<file path="src/rtl/prand_dly_pkg.sv">
package prand_dly_pkg;

    localparam int          DLY_WIDTH  = 16;
    localparam int          DLY_DEPTH  = 256;
    localparam int          DLY_SLICES = 4;
    localparam int          DLY_AW     = $clog2(DLY_DEPTH);
    // feedback taps for x^8 + x^6 + x^5 + x^4 + 1 (bits 7,5,4,3)
    localparam logic [7:0]  DLY_TAPS   = 8'hB8;
    localparam logic [7:0]  DLY_SEED   = 8'h01;

    typedef enum logic [0:0] {
        ST_FILL = 1'b0,
        ST_RUN  = 1'b1
    } fill_state_t;

endpackage

</file>
<file path="src/rtl/prand_addr_gen.sv">
module prand_addr_gen #(
    parameter int            AW   = 8,
    parameter logic [AW-1:0] TAPS = 8'hB8,
    parameter logic [AW-1:0] SEED = 8'h01
) (
    input  logic          clk,
    input  logic          rst_n,
    input  logic          en,
    output logic [AW-1:0] addr
);

    logic [AW-1:0] q;
    logic          fb;

    // Maximal-length feedback, inverted when the low bits are all zero,
    // so the all-zero state is inserted into the cycle (period 2**AW).
    always_comb begin
        fb = (^(q & TAPS)) ^ (q[AW-2:0] == '0);
    end

    always_ff @(posedge clk or negedge rst_n) begin
        if (!rst_n) begin
            q <= SEED;
        end else if (en) begin
            q <= {q[AW-2:0], fb};
        end
    end

    assign addr = q;


    addr_hold_chk: assert property (@(posedge clk) disable iff (!rst_n)
        !en |=> $stable(addr));


    addr_step_chk: assert property (@(posedge clk) disable iff (!rst_n)
        en |=> addr != $past(addr));

endmodule

</file>
<file path="src/rtl/prand_ram.sv">
module prand_ram #(
    parameter int DW    = 4,
    parameter int DEPTH = 256,
    localparam int AW   = $clog2(DEPTH)
) (
    input  logic          clk,
    input  logic          rst_n,
    input  logic          en,
    input  logic          we,
    input  logic [AW-1:0] addr,
    input  logic [DW-1:0] wdata,
    output logic [DW-1:0] rdata
);

    logic [DW-1:0] mem [DEPTH];

    // storage array: no reset
    always_ff @(posedge clk) begin
        if (en && we) begin
            mem[addr] <= wdata;
        end
    end

    // read port: old contents leave in the same cycle they are overwritten
    always_ff @(posedge clk or negedge rst_n) begin
        if (!rst_n) begin
            rdata <= '0;
        end else if (en && we) begin
            rdata <= mem[addr];
        end
    end


    rd_hold_chk: assert property (@(posedge clk) disable iff (!rst_n)
        !en |=> $stable(rdata));

endmodule

</file>
<file path="src/rtl/prand_slice.sv">
module prand_slice #(
    parameter int            SW    = 4,
    parameter int            DEPTH = 256,
    parameter logic [7:0]    TAPS  = 8'hB8,
    parameter logic [7:0]    SEED  = 8'h01,
    localparam int           AW    = $clog2(DEPTH)
) (
    input  logic          clk,
    input  logic          rst_n,
    input  logic          en,
    input  logic [SW-1:0] din,
    output logic [SW-1:0] dout,
    output logic [AW-1:0] addr_mon
);

    logic [AW-1:0] cur_addr;
    logic [AW-1:0] pipe_addr;
    logic          pipe_we;
    logic [SW-1:0] pipe_data;

    prand_addr_gen #(
        .AW   (AW),
        .TAPS (TAPS[AW-1:0]),
        .SEED (SEED[AW-1:0])
    ) u_addr (
        .clk   (clk),
        .rst_n (rst_n),
        .en    (en),
        .addr  (cur_addr)
    );

    // per-slice pipeline stage in front of the RAM
    always_ff @(posedge clk or negedge rst_n) begin
        if (!rst_n) begin
            pipe_addr <= '0;
            pipe_we   <= 1'b0;
            pipe_data <= '0;
        end else if (en) begin
            pipe_addr <= cur_addr;
            pipe_we   <= 1'b1;
            pipe_data <= din;
        end
    end

    prand_ram #(
        .DW    (SW),
        .DEPTH (DEPTH)
    ) u_ram (
        .clk   (clk),
        .rst_n (rst_n),
        .en    (en),
        .we    (pipe_we),
        .addr  (pipe_addr),
        .wdata (pipe_data),
        .rdata (dout)
    );

    assign addr_mon = cur_addr;


    pipe_addr_chk: assert property (@(posedge clk) disable iff (!rst_n)
        en |=> pipe_addr == $past(cur_addr));

endmodule

</file>
<file path="src/rtl/prand_ram_delay.sv">
module prand_ram_delay
    import prand_dly_pkg::*;
#(
    parameter int          WIDTH  = DLY_WIDTH,
    parameter int          DEPTH  = DLY_DEPTH,
    parameter int          SLICES = DLY_SLICES,
    parameter logic [7:0]  TAPS   = DLY_TAPS,
    parameter logic [7:0]  SEED   = DLY_SEED
) (
    input  logic             clk,
    input  logic             rst_n,
    input  logic             en,
    input  logic [WIDTH-1:0] din,
    output logic [WIDTH-1:0] dout,
    output logic             dout_vld
);

    localparam int AW        = $clog2(DEPTH);
    localparam int SW        = WIDTH / SLICES;
    localparam int FILL_LAST = DEPTH + 1;
    localparam int CW        = $clog2(FILL_LAST + 1);

    logic [AW-1:0] slice_addr [SLICES];

    generate
        for (genvar s = 0; s < SLICES; s++) begin : g_slice
            prand_slice #(
                .SW    (SW),
                .DEPTH (DEPTH),
                .TAPS  (TAPS),
                .SEED  (SEED)
            ) u_slice (
                .clk      (clk),
                .rst_n    (rst_n),
                .en       (en),
                .din      (din[s*SW +: SW]),
                .dout     (dout[s*SW +: SW]),
                .addr_mon (slice_addr[s])
            );
            if (s > 0) begin : g_lock

                addr_lockstep_chk: assert property (@(posedge clk) disable iff (!rst_n)
                    slice_addr[s] == slice_addr[0]);
            end
        end
    endgenerate

    // fill controller
    fill_state_t    state, state_nx;
    logic [CW-1:0]  fill_cnt, fill_cnt_nx;

    always_ff @(posedge clk or negedge rst_n) begin
        if (!rst_n) begin
            state    <= ST_FILL;
            fill_cnt <= '0;
        end else begin
            state    <= state_nx;
            fill_cnt <= fill_cnt_nx;
        end
    end

    always_comb begin
        state_nx    = state;
        fill_cnt_nx = fill_cnt;
        unique case (state)
            ST_FILL: begin
                if (en) begin
                    if (fill_cnt == CW'(FILL_LAST)) begin
                        state_nx = ST_RUN;
                    end else begin
                        fill_cnt_nx = fill_cnt + 1'b1;
                    end
                end
            end
            ST_RUN: begin
                state_nx = ST_RUN;
            end
        endcase
    end

    always_comb begin
        unique case (state)
            ST_FILL: dout_vld = 1'b0;
            ST_RUN:  dout_vld = 1'b1;
        endcase
    end


    vld_sticky_chk: assert property (@(posedge clk) disable iff (!rst_n)
        dout_vld |=> dout_vld);


    vld_rise_chk: assert property (@(posedge clk) disable iff (!rst_n)
        $rose(dout_vld) |-> $past(en));


    dout_hold_chk: assert property (@(posedge clk) disable iff (!rst_n)
        !en |=> $stable(dout));

endmodule

</file>
<file path="config.mk">
export PLATFORM = sky130hd
export DESIGN_NAME = prand_ram_delay
export DESIGN_NICKNAME = d
export VERILOG_FILES = /design/src/rtl/prand_dly_pkg.sv /design/src/rtl/prand_addr_gen.sv /design/src/rtl/prand_ram.sv /design/src/rtl/prand_slice.sv /design/src/rtl/prand_ram_delay.sv
export SDC_FILE = /design/constraint.sdc
export NUM_CORES = 2
export LEC_CHECK = 0
export BUFFER_PORTS_ARGS = -buffer_cell sky130_fd_sc_hd__buf_2
export CAP_MARGIN = 10
export CORE_MARGIN = 2
export CORE_UTILIZATION = 30
export DETAILED_ROUTE_END_ITERATION = 6
export GPL_TIMING_DRIVEN = 0
export PLACE_DENSITY_LB_ADDON = 0.05
export SLEW_MARGIN = 20
export SYNTH_ARGS = -nofsm -noshare
export SYNTH_HDL_FRONTEND = slang
export SYNTH_SLANG_ARGS = --single-unit
export TNS_END_PERCENT = 20
</file>
<file path="constraint.sdc">
create_clock -name clk -period 5.3 [get_ports clk]
set_clock_uncertainty 0.05 [all_clocks]
set_input_delay 0.795 -clock clk [delete_from_list [all_inputs] [get_ports clk]]
set_output_delay 0.795 -clock clk [all_outputs]
set_load 0.1 [all_outputs]
</file>
==> results by group <==
Floorplan
  • Core Area: 548,000 sq um
  • Die Wd: 745 microns
  • Die Y: 745 microns
  • Boundary Pins: 36
  • Starting density of the core: 30.1%
  • Std-Cell Rows: 272
  • Die area: 555,000 sq um

Layout
  • Final nets: 8,816
  • Area occupied by multi-input gates: 37,500 sq um
  • Fillers: 51,000
  • Most common cell after layout, fill and taps aside: edfxtp_1
  • Most frequent cells in the layout: 4,096 x edfxtp_1, 1,109 x mux4_2, 1,078 x nor2_1
  • Cell Count, Final, Fillers Out: 16,500
  • Layout cells sized above 1: 26.5%
  • Synth-to-Final Area Change: 17.0%
  • Cell area after layout: 193,000 sq um
  • Sequential cell area: 125,000 sq um

Timing
  • Max-slew violation count: 0
  • Setup_tns: 0 ns
  • RSZ-0062 raised after global routing: no
  • Worst-Margin Slew: 1.22 ns
  • Tmin final: 5.30 ns
  • Final hold violations: 0
  • Max_slew headroom: 18.5%
  • Final Setup Violations: 0
  • Fmax: 189 MHz
  • Tcrit/Tclk final: 99.9%
  • Hold WS: 0.225 ns

Power
  • Pwr Total: 0.0992 W
  • P_leak: 59.6 nW
  • Pwr/cell area: 514 nW/um^2
  • Max IR drop VDD: 0.333 mV

GRT
  • Initial antenna violation count: 31
  • First-pass GRT wire length: 804 mm
  • Total grt overflow: 0
  • Largest net degree at the start of global routing: 79
  • Vias in the first global route: 88,900
  • All-layer global routing usage: 21.0%

Min path
  • Worst Hold Depth: 2
  • Hold Crit Class: in2reg

Clocking
  • TritonCTS buffer count: 475
  • CTS root buf: clkbuf_16
  • Postcts setup bufs: 0
  • Clock buffer depth: 4
  • Clock latency on the worst-skew pair: 1.01 ns
  • H-tree Lvls: 5
  • CTS tree: built
  • CTS sink cnt: 4,175
  • Clock-pin slew on the worst setup and hold paths: 0.06 ns

Route
  • 1st-iter DRT viols: 8,482
  • Final ANT Viol Nets: 0
  • 1st-pass router iterations: 7
  • Drt total wl: 597 mm
  • # DRC: 3
  • Vias per cell: 5.22
  • Vias: 85,800
  • Avg WL per Cell: 36.2 microns

Setup path
  • Max incr delay on CP: 0.88 ns
  • Reg-to-reg slack, setup: 0.003 ns
  • Crit end category: register
  • Crit path max-delay cell type: nor3_1
  • WP data arrival: 5.86 ns
  • Cell repeated most along the worst path: buf_4
  • Critical setup path kind: reg2reg
  • CP Data Required Time: 5.87 ns
  • Max FO, Critical Path: 10
  • Critical path cell sequence: buf_4, buf_6, buf_4, buf_4, clkbuf_4, buf_2, nor3_1, nand2_1, clkbuf_2, nor2_1
  • Number of cells on the worst reg-to-reg path: 10
  • Crit path launch type: register

Status
  • Failing checks: design-rule violations
  • Status: complete, but fails checks

Place
  • # port buffers: 34
  • Placed cell area: 178,000 sq um
  • Dpl cells: 15,600
  • RePlAce Congestion: 0.814
  • DP HPWL: 405 mm

Synth
  • Top cell type's share of synthesized area: 74.6%
  • Syn Nets: 8,167
  • Synth top area cells: edfxtp_1 75%, mux4_2 15%, nor2_1 2.5%, mux2i_1 1.5%, dfrtp_1 1.1%
  • Ys async rst share: 1.89%
  • Synth cell types: 70
  • Top_reg_cell synth: edfxtp_1
  • Ys Warns: 0
  • Register area share after synthesis: 75.8%
  • Count of flip-flops with a built-in enable after synthesis: 4,096
  • Synthesized area: 165,000 sq um
  • Post-Syn Area per Cell: 20.2 sq um
  • Synth Register Bits: 4,175
  • Gate Count Post-Synth: 8,142
  • Yosys top cell by area: edfxtp_1

Job
  • Max-Cap Viols: 0
-- per-stage QoR --
stage / worst slack (ns) / utilization [%]
after floorplan: 1.27 / -
after global placement: -3.08 / 31.8
after detailed placement: -1.50 / 32.4
after CTS: 0.000106 / 35.2
after global routing: 0.00687 / 35.2
final: 0.00340 / 35.2
-- where the power goes --
part	internal, W	leakage [nW]	switching (W)
sequential	0.0373	37.7	0.000451
combinational	0.00976	14.4	0.0193
clock	0.0187	7.39	0.0136
total	0.0658	59.6	0.0334
-- kinds of logic after synthesis --
group | after synthesis | synth area share, %
adder cells (fa/ha/maj) | 6 | 0.0455
XOR/XNOR | 16 | 0.0850
AND/OR/NAND/NOR | 1675 | 4.20
flip-flops | 4175 | 75.8
AO/OA/AOI/OAI | 334 | 1.38
multiplexers | 1403 | 17.0
buffers and inverters | 533 | 1.49
-- path summary, 6_finish.rpt --
path | startpoint | end
setup / recovery | g_slice[2].u_slice.u_addr.addr[1]$_DFFE_PN0P_ | g_slice[2].u_slice.u_ram.mem[224][1]$_DFFE_PP_
hold / removal | din[2] | g_slice[0].u_slice.pipe_data[2]$_DFFE_PN0P_
setup reg to reg | g_slice[2].u_slice.u_addr.addr[1]$_DFFE_PN0P_ | g_slice[2].u_slice.u_ram.mem[224][1]$_DFFE_PP_
hold reg to reg | fill_cnt[8]$_DFFE_PN0P_ | fill_cnt[8]$_DFFE_PN0P_
max in group asynchronous | rst_n | g_slice[1].u_slice.pipe_data[2]$_DFFE_PN0P_
min in group asynchronous | rst_n | g_slice[3].u_slice.pipe_addr[7]$_DFFE_PN0P_
-- worst max-delay path: cells and delay by family (launching register included) --
family / cells / cell delay, ns
buf+inv: 7 / 2.25
flops: 1 / 0.37
simple gates: 3 / 2.14
-- state kept, by name (all words and copies together) (netlist names) --
signal and count:
g_slice.u_slice.u_ram.rdata 16, g_slice.u_slice.pipe_addr 8, g_slice.u_slice.pipe_data 16, g_slice.u_slice.u_addr.addr 28, g_slice.u_slice.u_ram.mem 4096, g_slice.u_slice.pipe_we 1
state 1, fill_cnt 9
-- routing by layer --
| layer | global-route usage, % | vias up | wire, microns |
|---|---|---|---|
| met4 | 4.83 | 0 | 15000 |
| met5 | 0 | - | 0 |
| met2 | 34.7 | 2778 | 287000 |
| met3 | 2.71 | 709 | 29000 |
| met1 | 29.7 | 47700 | 266000 |
| li1 | - | 34600 | - |
-- synthesized netlist by cell type, types with 53 or more instances --
library cell	n
a22oi_1	53
dfrtp_1	75
nor2b_1	60
nor2_1	1096
a21oi_1	60
nand3_1	89
mux2i_1	242
buf_2	191
clkbuf_1	232
nand2_1	276
mux4_2	1109
edfxtp_1	4096
-- cell type report --
type	instances	area share [%]
clock buffers	588	6.54
diodes	13	0.0169
plain buffers	511	1.34
inverters	17	0.0331
multi-input cells	3434	19.4
flip-flops and latches	4175	64.8
repair buffers	177	1.81
well taps	7261	4.71
clock inverters	285	1.28
-- what timing repair did --
item / in CTS / in global routing
resized for setup: 34 / 2
endpoints found under the setup margin: 1833 / 34
endpoints found under the hold margin: 36 / 0
hold buffers: 12 / 0
(Power assumes the default switching activity.)
